`src/rtl/rxr_pkg.sv`:
```
package rxr_pkg;
  // Register window placement: base + type stride + ring stride.
  localparam int unsigned RING_WIN_BASE = 32'h8000;
  localparam int unsigned TYPE_STRIDE   = 32'h100;
  localparam int unsigned RING_STRIDE   = 32'h200;
  localparam int unsigned RX_TYPE       = 1;

  // Offsets inside one ring window.
  localparam logic [5:0] OFF_MODE  = 6'h00;
  localparam logic [5:0] OFF_BSIZE = 6'h08;
  localparam logic [5:0] OFF_CONS  = 6'h0C;
  localparam logic [5:0] OFF_BASEL = 6'h10;
  localparam logic [5:0] OFF_BASEH = 6'h14;
  localparam logic [5:0] OFF_PROD  = 6'h18;
  localparam logic [5:0] OFF_RLEN  = 6'h20;

  localparam int unsigned MODE_EN_BIT   = 31;
  localparam int unsigned MODE_DROP_BIT = 0;

  localparam int unsigned ERR_W       = 8;
  localparam int unsigned LEN_FIELD_W = 16;
  localparam int unsigned SLOT_SHIFT  = 4;   // 16-byte slots

  typedef enum logic [2:0] {
    WB_IDLE,
    WB_CSUM,   // offset 0: checksum + parse summary
    WB_HASH,   // offset 4: hash
    WB_LEN,    // offset 8: length + vlan
    WB_STAT    // offset 12: status word, always last
  } wb_state_e;

  function automatic logic [31:0] make_status(input logic [ERR_W-1:0] err);
    return {2'b11, 6'b0, err, 16'h0};
  endfunction
endpackage

```
`src/rtl/rxr_cfg_regs.sv`:
```
module rxr_cfg_regs
  import rxr_pkg::*;
#(
  parameter int ADDR_W  = 64,
  parameter int IDX_W   = 16,
  parameter int LEN_W   = 16,
  parameter int RING_ID = 0
) (
  input  logic              clk,
  input  logic              rst_n,
  input  logic              cfg_we,
  input  logic [15:0]       cfg_addr,
  input  logic [31:0]       cfg_wdata,
  output logic              ring_en,
  output logic              drop_mode,
  output logic [LEN_W-1:0]  buf_size,
  output logic [IDX_W-1:0]  cons_idx,
  output logic [IDX_W-1:0]  ring_len,
  output logic [ADDR_W-1:0] ring_base,
  output logic              prod_load,
  output logic [IDX_W-1:0]  prod_load_val
);
  localparam logic [15:0] WIN =
    16'(RING_WIN_BASE + RX_TYPE * TYPE_STRIDE + RING_ID * RING_STRIDE);

  logic       win_hit;
  logic [5:0] off;
  logic [31:0] base_lo_q;

  assign win_hit = cfg_we && (cfg_addr[15:6] == WIN[15:6]);
  assign off     = cfg_addr[5:0];

  always_ff @(posedge clk or negedge rst_n) begin
    if (!rst_n) begin
      ring_en   <= 1'b0;
      drop_mode <= 1'b0;
      buf_size  <= '0;
      cons_idx  <= '0;
      ring_len  <= '0;
      base_lo_q <= '0;
    end else if (win_hit) begin
      case (off)
        OFF_MODE: begin
          ring_en   <= cfg_wdata[MODE_EN_BIT];
          drop_mode <= cfg_wdata[MODE_DROP_BIT];
        end
        OFF_BSIZE: buf_size  <= cfg_wdata[LEN_W-1:0];
        OFF_CONS:  cons_idx  <= cfg_wdata[IDX_W-1:0];
        OFF_RLEN:  ring_len  <= cfg_wdata[IDX_W-1:0];
        OFF_BASEL: base_lo_q <= cfg_wdata;
        default: ;
      endcase
    end
  end

  generate
    if (ADDR_W > 32) begin : g_wide_base
      logic [ADDR_W-33:0] base_hi_q;
      always_ff @(posedge clk or negedge rst_n) begin
        if (!rst_n)
          base_hi_q <= '0;
        else if (win_hit && off == OFF_BASEH)
          base_hi_q <= cfg_wdata[ADDR_W-33:0];
      end
      assign ring_base = {base_hi_q, base_lo_q};
    end else begin : g_narrow_base
      assign ring_base = base_lo_q[ADDR_W-1:0];
    end
  endgenerate

  assign prod_load     = win_hit && (off == OFF_PROD);
  assign prod_load_val = cfg_wdata[IDX_W-1:0];
endmodule

```
`src/rtl/rxr_slot_track.sv`:
```
module rxr_slot_track
  import rxr_pkg::*;
#(
  parameter int ADDR_W = 64,
  parameter int IDX_W  = 16
) (
  input  logic              clk,
  input  logic              rst_n,
  input  logic [IDX_W-1:0]  ring_len,
  input  logic [IDX_W-1:0]  cons_idx,
  input  logic [ADDR_W-1:0] ring_base,
  input  logic              advance,
  input  logic              load,
  input  logic [IDX_W-1:0]  load_val,
  output logic [IDX_W-1:0]  prod_idx,
  output logic              ring_full,
  output logic [ADDR_W-1:0] slot_addr
);
  logic [IDX_W-1:0] inc;
  logic [IDX_W-1:0] nxt;

  assign inc       = prod_idx + IDX_W'(1);
  assign nxt       = (inc == ring_len) ? '0 : inc;
  assign ring_full = (nxt == cons_idx);
  assign slot_addr = ring_base + (ADDR_W'(prod_idx) << SLOT_SHIFT);

  always_ff @(posedge clk or negedge rst_n) begin
    if (!rst_n)
      prod_idx <= '0;
    else if (load)
      prod_idx <= load_val;     // software write wins over a step
    else if (advance)
      prod_idx <= nxt;
  end
endmodule

```
`src/rtl/rxr_wb_seq.sv`:
```
module rxr_wb_seq
  import rxr_pkg::*;
#(
  parameter int              ADDR_W     = 64,
  parameter int              LEN_W      = 16,
  parameter int              CNT_W      = 16,
  parameter logic [ERR_W-1:0] TRUNC_CODE = 8'h80
) (
  input  logic              clk,
  input  logic              rst_n,
  input  logic              ring_en,
  input  logic              drop_mode,
  input  logic              ring_full,
  input  logic [LEN_W-1:0]  buf_size,
  input  logic [ADDR_W-1:0] slot_addr,
  input  logic              frm_valid,
  output logic              frm_ready,
  input  logic [LEN_W-1:0]  frm_len,
  input  logic [ERR_W-1:0]  frm_err,
  output logic              mem_wr_valid,
  input  logic              mem_wr_ready,
  output logic [ADDR_W-1:0] mem_wr_addr,
  output logic [31:0]       mem_wr_data,
  output logic              advance,
  output logic [CNT_W-1:0]  drop_cnt
);
  wb_state_e         state;
  logic [ADDR_W-1:0] desc_q;
  logic [LEN_W-1:0]  len_q;
  logic [ERR_W-1:0]  err_q;
  logic              accept;
  logic              trunc;
  logic [1:0]        word_sel;

  assign frm_ready = (state == WB_IDLE) && ring_en && (!ring_full || drop_mode);
  assign accept    = frm_valid && frm_ready;
  assign trunc     = frm_len > buf_size;

  always_ff @(posedge clk or negedge rst_n) begin
    if (!rst_n) begin
      state    <= WB_IDLE;
      desc_q   <= '0;
      len_q    <= '0;
      err_q    <= '0;
      drop_cnt <= '0;
    end else begin
      case (state)
        WB_IDLE: begin
          if (accept) begin
            if (ring_full) begin
              drop_cnt <= drop_cnt + CNT_W'(1);
            end else begin
              desc_q <= slot_addr;
              len_q  <= trunc ? buf_size : frm_len;
              err_q  <= frm_err | (trunc ? TRUNC_CODE : '0);
              state  <= WB_CSUM;
            end
          end
        end
        WB_CSUM: if (mem_wr_ready) state <= WB_HASH;
        WB_HASH: if (mem_wr_ready) state <= WB_LEN;
        WB_LEN:  if (mem_wr_ready) state <= WB_STAT;
        WB_STAT: if (mem_wr_ready) state <= WB_IDLE;
        default: state <= WB_IDLE;
      endcase
    end
  end

  always_comb begin
    word_sel    = 2'd0;
    mem_wr_data = '0;
    case (state)
      WB_HASH: word_sel = 2'd1;
      WB_LEN: begin
        word_sel    = 2'd2;
        mem_wr_data = {16'h0, LEN_FIELD_W'(len_q)};
      end
      WB_STAT: begin
        word_sel    = 2'd3;
        mem_wr_data = make_status(err_q);
      end
      default: ;
    endcase
  end

  assign mem_wr_valid = (state != WB_IDLE);
  assign mem_wr_addr  = desc_q + ADDR_W'({word_sel, 2'b00});
  assign advance      = (state == WB_STAT) && mem_wr_ready;
endmodule

```
`src/rtl/rxr_wb_engine.sv`:
```
module rxr_wb_engine
  import rxr_pkg::*;
#(
  parameter int               ADDR_W     = 64,
  parameter int               IDX_W      = 16,
  parameter int               LEN_W      = 16,
  parameter int               CNT_W      = 16,
  parameter int               RING_ID    = 0,
  parameter logic [ERR_W-1:0] TRUNC_CODE = 8'h80
) (
  input  logic              clk,
  input  logic              rst_n,
  input  logic              cfg_we,
  input  logic [15:0]       cfg_addr,
  input  logic [31:0]       cfg_wdata,
  input  logic              frm_valid,
  output logic              frm_ready,
  input  logic [LEN_W-1:0]  frm_len,
  input  logic [ERR_W-1:0]  frm_err,
  output logic              mem_wr_valid,
  input  logic              mem_wr_ready,
  output logic [ADDR_W-1:0] mem_wr_addr,
  output logic [31:0]       mem_wr_data,
  output logic [IDX_W-1:0]  prod_idx,
  output logic [CNT_W-1:0]  drop_cnt
);
  logic              ring_en_w;
  logic              drop_mode_w;
  logic [LEN_W-1:0]  buf_size_w;
  logic [IDX_W-1:0]  cons_idx_w;
  logic [IDX_W-1:0]  ring_len_w;
  logic [ADDR_W-1:0] ring_base_w;
  logic              prod_load_w;
  logic [IDX_W-1:0]  prod_load_val_w;
  logic              full_w;
  logic [ADDR_W-1:0] slot_addr_w;
  logic              advance_w;

  rxr_cfg_regs #(
    .ADDR_W(ADDR_W), .IDX_W(IDX_W), .LEN_W(LEN_W), .RING_ID(RING_ID)
  ) u_regs (
    .clk           (clk),
    .rst_n         (rst_n),
    .cfg_we        (cfg_we),
    .cfg_addr      (cfg_addr),
    .cfg_wdata     (cfg_wdata),
    .ring_en       (ring_en_w),
    .drop_mode     (drop_mode_w),
    .buf_size      (buf_size_w),
    .cons_idx      (cons_idx_w),
    .ring_len      (ring_len_w),
    .ring_base     (ring_base_w),
    .prod_load     (prod_load_w),
    .prod_load_val (prod_load_val_w)
  );

  rxr_slot_track #(.ADDR_W(ADDR_W), .IDX_W(IDX_W)) u_track (
    .clk       (clk),
    .rst_n     (rst_n),
    .ring_len  (ring_len_w),
    .cons_idx  (cons_idx_w),
    .ring_base (ring_base_w),
    .advance   (advance_w),
    .load      (prod_load_w),
    .load_val  (prod_load_val_w),
    .prod_idx  (prod_idx),
    .ring_full (full_w),
    .slot_addr (slot_addr_w)
  );

  rxr_wb_seq #(
    .ADDR_W(ADDR_W), .LEN_W(LEN_W), .CNT_W(CNT_W), .TRUNC_CODE(TRUNC_CODE)
  ) u_seq (
    .clk          (clk),
    .rst_n        (rst_n),
    .ring_en      (ring_en_w),
    .drop_mode    (drop_mode_w),
    .ring_full    (full_w),
    .buf_size     (buf_size_w),
    .slot_addr    (slot_addr_w),
    .frm_valid    (frm_valid),
    .frm_ready    (frm_ready),
    .frm_len      (frm_len),
    .frm_err      (frm_err),
    .mem_wr_valid (mem_wr_valid),
    .mem_wr_ready (mem_wr_ready),
    .mem_wr_addr  (mem_wr_addr),
    .mem_wr_data  (mem_wr_data),
    .advance      (advance_w),
    .drop_cnt     (drop_cnt)
  );
endmodule

```
`config.mk`:
```
export PLATFORM = sky130hd
export DESIGN_NAME = rxr_wb_engine
export DESIGN_NICKNAME = d
export VERILOG_FILES = /design/src/rtl/rxr_pkg.sv /design/src/rtl/rxr_cfg_regs.sv /design/src/rtl/rxr_slot_track.sv /design/src/rtl/rxr_wb_seq.sv /design/src/rtl/rxr_wb_engine.sv
export SDC_FILE = /design/constraint.sdc
export NUM_CORES = 1
export LEC_CHECK = 0
export ABC_AREA = 1
export BUFFER_PORTS_ARGS = -buffer_cell sky130_fd_sc_hd__buf_2
export CAP_MARGIN = 20
export CORE_MARGIN = 2
export CORE_UTILIZATION = 40
export CTS_BUF_LIST = sky130_fd_sc_hd__clkbuf_16
export DETAILED_ROUTE_END_ITERATION = 6
export PLACE_DENSITY_LB_ADDON = 0.1
export RECOVER_POWER = 100
export SYNTH_ARGS = -nofsm -noshare
export SYNTH_HDL_FRONTEND = slang
export SYNTH_HIERARCHICAL = 1
export SYNTH_SLANG_ARGS = --single-unit
export TNS_END_PERCENT = 5
```
`constraint.sdc`:
```
create_clock -name clk -period 5.8 [get_ports clk]
set_clock_uncertainty 0.15 [all_clocks]
set_input_delay 1.16 -clock clk [delete_from_list [all_inputs] [get_ports clk]]
set_output_delay 1.16 -clock clk [all_outputs]
set_load 0.03 [all_outputs]
```
### After elaboration in Yosys (flattened, before gate mapping)

Index checks and enable logic that the tools add are counted.

* bits in registers: 237
* output and inout bits: 130

* equality and inequality tests: 19
* add/sub/neg operators: 4
* $lt $le $gt $ge: 1
* bitwise logic cells: 2
* reduce and logical (&&, ||, !) cells: 21
* multiplexer cells: 14

Operators by type and width (count)
* adder 64 x 20 -> 64 bit: 1
* adder 64 x 4 -> 64 bit: 1
* 2-to-1 mux 16 bit: 4
* case mux 32 bit (2 select lines): 1
* adder 16 x 1 -> 16 bit (second input constant): 2
* == test 16 bit: 2
* == test 6 x 5 -> 1 bit (second input constant): 3
* 2-to-1 mux 3 bit: 6
* > comparator 16 bit: 1
* case mux 3 bit (5 select lines): 1
* == test 6 x 4 -> 1 bit (second input constant): 2
* == test 10 bit (second input constant): 1
* != test 2 bit (second input constant): 5
* AND reduction 2 bit: 5
* 2-to-1 mux 8 bit: 1
* OR 8 bit: 1
* logical AND 1 bit: 7
* == test 3 x 2 -> 1 bit (second input constant): 2
* == test 6 bit (second input constant): 1
* zero test 6 bit: 1
* case mux 2 bit (3 select lines): 1
* AND reduction 3 bit: 2
* AND reduction 6 bit: 1
* == test 3 x 1 -> 1 bit (second input constant): 1
* 8 further kinds: 8

### Logic depth before layout (Yosys ltp)

* depth in word-level cells: 10
* depth in mapped cells: 30
* depth with buffers taken out: 29

### Cells and area by module

The synthesis kept the hierarchy.

Modules (own cells, without submodules)
* rxr_wb_seq: instances 1, sequential area each 2677.6 um^2, cells each 992, area an instance 7116.8 um^2
* rxr_cfg_regs: instances 1, sequential area each 2852.7 um^2, cells each 554, area an instance 5151.2 um^2
* rxr_slot_track: instances 1, sequential area each 400.4 um^2, cells each 733, area an instance 4145.2 um^2

### Worst setup path before layout

OpenSTA, ideal clock, no wires.

* path type: register -> output
* from: register u_seq.state[0]
* to: output mem_wr_addr[60]
* data arrival time: 3.011 ns
* path slack: 1.479 ns
* path buffers: 1
* stages on the path, launching flop included: 15
* cell sequence: dfrtp_1 nor2_1 inv_1 nor2_1 inv_1 clkbuf_1 nand2_1 fa_1 nand2_1 nor2_2 nand2_1 nor2_2 and2_1 nand3_1 xor2_1

* word-level cells in the longest chain between the ends: 3

RTL lines
* start, declared: RTL line rxr_wb_seq.sv:27 `wb_state_e state;`
* start signal, assigned: RTL line rxr_wb_seq.sv:41 `state <= WB_IDLE;`
* start signal, assigned: RTL line rxr_wb_seq.sv:56 `state <= WB_CSUM;`
* start signal, assigned: RTL line rxr_wb_seq.sv:60 `WB_CSUM: if (mem_wr_ready) state <= WB_HASH;`
* == test 3 bit or == test 3 x 2 -> 1 bit (tied branches): RTL line rxr_wb_seq.sv:72 `case (state)`
* case mux 2 bit (3 select lines) *: RTL line rxr_wb_seq.sv:72
* adder 64 x 4 -> 64 bit *: RTL line rxr_wb_seq.sv:87 `assign mem_wr_addr = desc_q + ADDR_W'({word_sel, 2'b00});`
* end, declared: RTL line rxr_wb_engine.sv:22 `output logic [ADDR_W-1:0] mem_wr_addr,`

Mark *: on every way between the ends. The rest lies on a longest branch, timed or not.

### Final worst setup path

* from: register u_track.prod_idx[1]
* to: output frm_ready

* word-level cells in the longest chain between the ends: 7

RTL lines
* start, declared: RTL line rxr_slot_track.sv:15 `output logic [IDX_W-1:0] prod_idx,`
* start signal, assigned: RTL line rxr_slot_track.sv:31 `prod_idx <= load_val;`
* start signal, assigned: RTL line rxr_slot_track.sv:33 `prod_idx <= nxt;`
* adder 16 x 1 -> 16 bit *: RTL line rxr_slot_track.sv:22 `assign inc = prod_idx + IDX_W'(1);`
* == test 16 bit: RTL line rxr_slot_track.sv:23 `assign nxt = (inc == ring_len) ? '0 : inc;`
* 2-to-1 mux 16 bit *: RTL line rxr_slot_track.sv:23
* == test 16 bit *: RTL line rxr_slot_track.sv:24 `assign ring_full = (nxt == cons_idx);`
* named net full_w: RTL line rxr_wb_engine.sv:35 `logic full_w;`
* zero test 1 bit *: RTL line rxr_wb_seq.sv:35 `assign frm_ready = (state == WB_IDLE) && ring_en && (!ring_full || drop_mode);`
* logical OR 1 bit *: RTL line rxr_wb_seq.sv:35
* logical AND 1 bit *: RTL line rxr_wb_seq.sv:35
* end, declared: RTL line rxr_wb_engine.sv:17 `output logic frm_ready,`

Mark *: on every way through the listed nets, which the timed path passes. The rest lies on a longest branch.

==> impl_metrics.env <==
export IMPL_cts_repair_resized=1
export IMPL_crit_chain="ha_2 -> nand3_1 -> nor2_2 -> nand3_1 -> nand2_1 -> nand2_1 -> inv_2 -> nand2_1 -> nand2_1 -> nand2_1 -> nor2_2 -> nand2_8 -> nand2_1 -> nand2_1 -> nand2_1 -> nand2_1 -> nor2_1 -> nand2_1 -> nor2_1 -> buf_4 -> inv_1 -> o21ai_1 -> nor2_4 -> buf_2"
export IMPL_multiInputGateArea_um2=8610
export IMPL_synthCells=2279
export IMPL_netSwitchingPower_mw=1.95
export IMPL_internal_power_mw=3.24
export IMPL_hold_buffers=0
export IMPL_setup_viol=0
export IMPL_worstPathMaxFanout=32
export IMPL_crit_path_top_delay_cell="dfrtp_1"
export IMPL_grt_pass1_vias=15000
export IMPL_setup_worst_path_class="register to output port"
export IMPL_core_area_um2=40600
export IMPL_syn_avg_cell_area_um2=7.20
export IMPL_wl_per_cell_um=20.6
export IMPL_peakVddDrop_v=0.000284
export IMPL_p_per_area_nw_per_um2=285
export IMPL_fmax_mhz=180
export IMPL_grt_first_pass_wirelength_mm=92.1
export IMPL_numCtsBuffers=30
export IMPL_path_clk_slew_ps=60
export IMPL_cts_tree="built"
export IMPL_die_w_um=207
export IMPL_cts_setup_buffers=0
export IMPL_switching_share_pct=37.6
export IMPL_layout_common_cells="nand2_1 (716), inv_1 (275), dfrtp_1 (236)"
export IMPL_post_drt_via_cell_ratio=5.23
export IMPL_seqCellArea_um2=5930
export IMPL_start_kind="register"
export IMPL_nFillCells=4383
export IMPL_grt_total_usage_pct=28.7
export IMPL_syn_area_um2=16400
export IMPL_root_buffer="clkbuf_16"
export IMPL_port_buffers=200
export IMPL_final_common_cell="nand2_1"
export IMPL_place_gp_congestion=0.950
export IMPL_p_comb_share_pct=27.4
export IMPL_hold_violations=0
export IMPL_place_area_um2=17500
export IMPL_status="complete, but fails checks"
export IMPL_tightest_slew_ps=3350
export IMPL_final_period_utilization_pct=95.8
export IMPL_yosysWarnings=6
export IMPL_drc_errors=0
export IMPL_synth_top_flop_cell="dfrtp_1"
export IMPL_clockBufferDepth=3
export IMPL_tns_ps=0
export IMPL_route_vias_total=15600
export IMPL_synth_seq_cells=237
export IMPL_synth_edf_count=0
export IMPL_seq_area_frac_synth_pct=36.1
export IMPL_seq_power_share_pct=36.1
export IMPL_nets=2538
export IMPL_p_leak_nw=9.20
export IMPL_htreeDepth=1
export IMPL_rsz0062_at_grt="false"
export IMPL_grt_max_degree=132
export IMPL_slew_headroom_pct=-123
export IMPL_syn_to_final_growth_pct=10.9
export IMPL_final_cell_area_um2=18200
export IMPL_ant_nets=0
export IMPL_synth_distinct_cells=48
export IMPL_synthTopCellsByArea="dfrtp_1 (36%), nand2_1 (16%), nand4_1 (6.3%), inv_1 (6.2%), xor2_1 (5.2%)"
export IMPL_cts_sinks=237
export IMPL_synth_async_reset_ratio_pct=100
export IMPL_drv_cap=4
export IMPL_cp_required_ps=4490
export IMPL_grt_overflow_total=0
export IMPL_drtPass1Iterations=6
export IMPL_drt_wl_total_mm=61.5
export IMPL_violations="max-capacitance violations, max-slew violations"
export IMPL_drt_initial_drc_count=1062
export IMPL_max_stage_delay_ps=450
export IMPL_die_area_um2=42700
export IMPL_yosys_area_top_type="dfrtp_1"
export IMPL_clk_latency_ps=580
export IMPL_pwr_share_clk_pct=36.5
export IMPL_antenna_found_initial=4
export IMPL_rows=74
export IMPL_endpoint_kind="output port"
export IMPL_initial_core_util_pct=40.4
export IMPL_fin_crit_ps=5550
export IMPL_synth_top_area_share_pct=36.1
export IMPL_finalMaxSlewViolations=264
export IMPL_min_path_type="register to register"
export IMPL_hpwl_mm=48.0
export IMPL_die_height_um=207
export IMPL_ioPinCount=207
export IMPL_cp_data_arrival_time_ps=4240
export IMPL_cp_common_cell="nand2_1"
export IMPL_drive_gt1_share_pct=8.95
## power groups by stage
stage / sequential (mW) / combinational, mW / clock [mW]
floorplan: 1.94 / 0.867 / 0
global placement: 1.90 / 1.44 / 0
detailed placement: 1.90 / 1.43 / 0
CTS: 1.87 / 1.44 / 1.94
global route: 1.89 / 1.57 / 2.01
finish: 1.87 / 1.42 / 1.89
## registers in the layout, indices dropped and copies added (netlist names)
register / cells
u_seq/state: 3
u_track/prod_idx: 16
u_regs/cons_idx: 16
u_regs/drop_mode: 1
u_regs/ring_en: 1
u_seq/desc_q: 64
u_regs/ring_len: 16
u_regs/g_wide_base.base_hi_q: 32
u_seq/err_q: 8
u_regs/buf_size: 16
u_regs/base_lo_q: 32
u_seq/drop_cnt: 16
u_seq/len_q: 16
## synth_stat cells (all sizes together) (2+ instances only)
| library cell | count |
|---|---|
| a21o | 2 |
| a21oi | 28 |
| a31oi | 5 |
| buf | 97 |
| clkbuf | 9 |
| dfrtp | 237 |
| fa | 2 |
| ha | 36 |
| inv | 278 |
| nand2 | 737 |
| nand3 | 136 |
| nand3b | 9 |
| nand4 | 166 |
| nor2 | 209 |
| nor3 | 71 |
| nor4 | 11 |
| o21ai | 85 |
| o221ai | 16 |
| o22ai | 2 |
| o31ai | 4 |
| xnor2 | 33 |
| xor2 | 97 |
## critical path: cells and delay by family (launching register included)
kind	cells	cell delay (ps)
adder cells (fa/ha/maj)	1	260
buffers and inverters	4	500
AND/OR/NAND/NOR	18	2210
flip-flops	1	450
AO/OA/AOI/OAI	1	220
## path summary, 6_finish.rpt
path                                     startpoint                  to  slack, ps  depth (start not counted)
min in group asynchronous                     rst_n    u_seq/desc_q[42]        420                          1
worst min register to register   u_regs/buf_size[3]  u_regs/buf_size[3]        320                          2
worst max-delay path            u_track/prod_idx[1]           frm_ready        250                         24
worst min-delay path             u_regs/buf_size[3]  u_regs/buf_size[3]        320                          2
worst max register to register  u_track/prod_idx[1]      u_seq/err_q[7]        440                         27
max in group asynchronous                     rst_n     u_seq/len_q[11]       1320                          2
## per-stage QoR
step / setup slack, ps / instances / util [%] / power [mW] / hold WS, ps
2_1_floorplan: 1480 / 2284 / - / 2.81 / 289
3_3_place_gp: 633 / 2923 / 43.0 / 3.33 / 306
3_5_place_dp: 573 / 2923 / 43.0 / 3.33 / 309
4_1_cts: 149 / 2979 / 45.4 / 5.25 / 325
5_1_grt: 2.41 / 2979 / 44.8 / 5.47 / 339
6_report: 245 / 2980 / 44.8 / 5.18 / 323
## cell type report
| class | count | area share, % |
|---|---|---|
| antenna | 1 | 0.0137 |
| clock buffer | 30 | 4.12 |
| multi-input combinational | 1663 | 47.3 |
| tap | 532 | 3.66 |
| sequential | 237 | 32.6 |
| clock inverter | 26 | 1.33 |
| timing repair buffer | 213 | 5.28 |
| inverter | 278 | 5.73 |
## cell families (layout without fill, tap and decap cells)
logic type | after synthesis | in the layout | synth area share (%)
simple gates | 1341 | 1341 | 37.4
buf+inv | 384 | 547 | 11.0
flops | 237 | 237 | 36.1
compound gates | 146 | 146 | 5.20
xor+xnor | 132 | 132 | 7.22
fa+ha+maj | 38 | 38 | 2.99
other cells | 1 | 7 | 0.0228
## layer usage
layer	global-route usage [%]	vias up	wire, um
met5	0	-	35
met4	9.23	6	2050
met3	3.17	97	2920
met2	50.4	436	30200
met1	36.9	7405	26300
li1	-	7652	-
No activity file was read; power rests on OpenSTA's default activity.
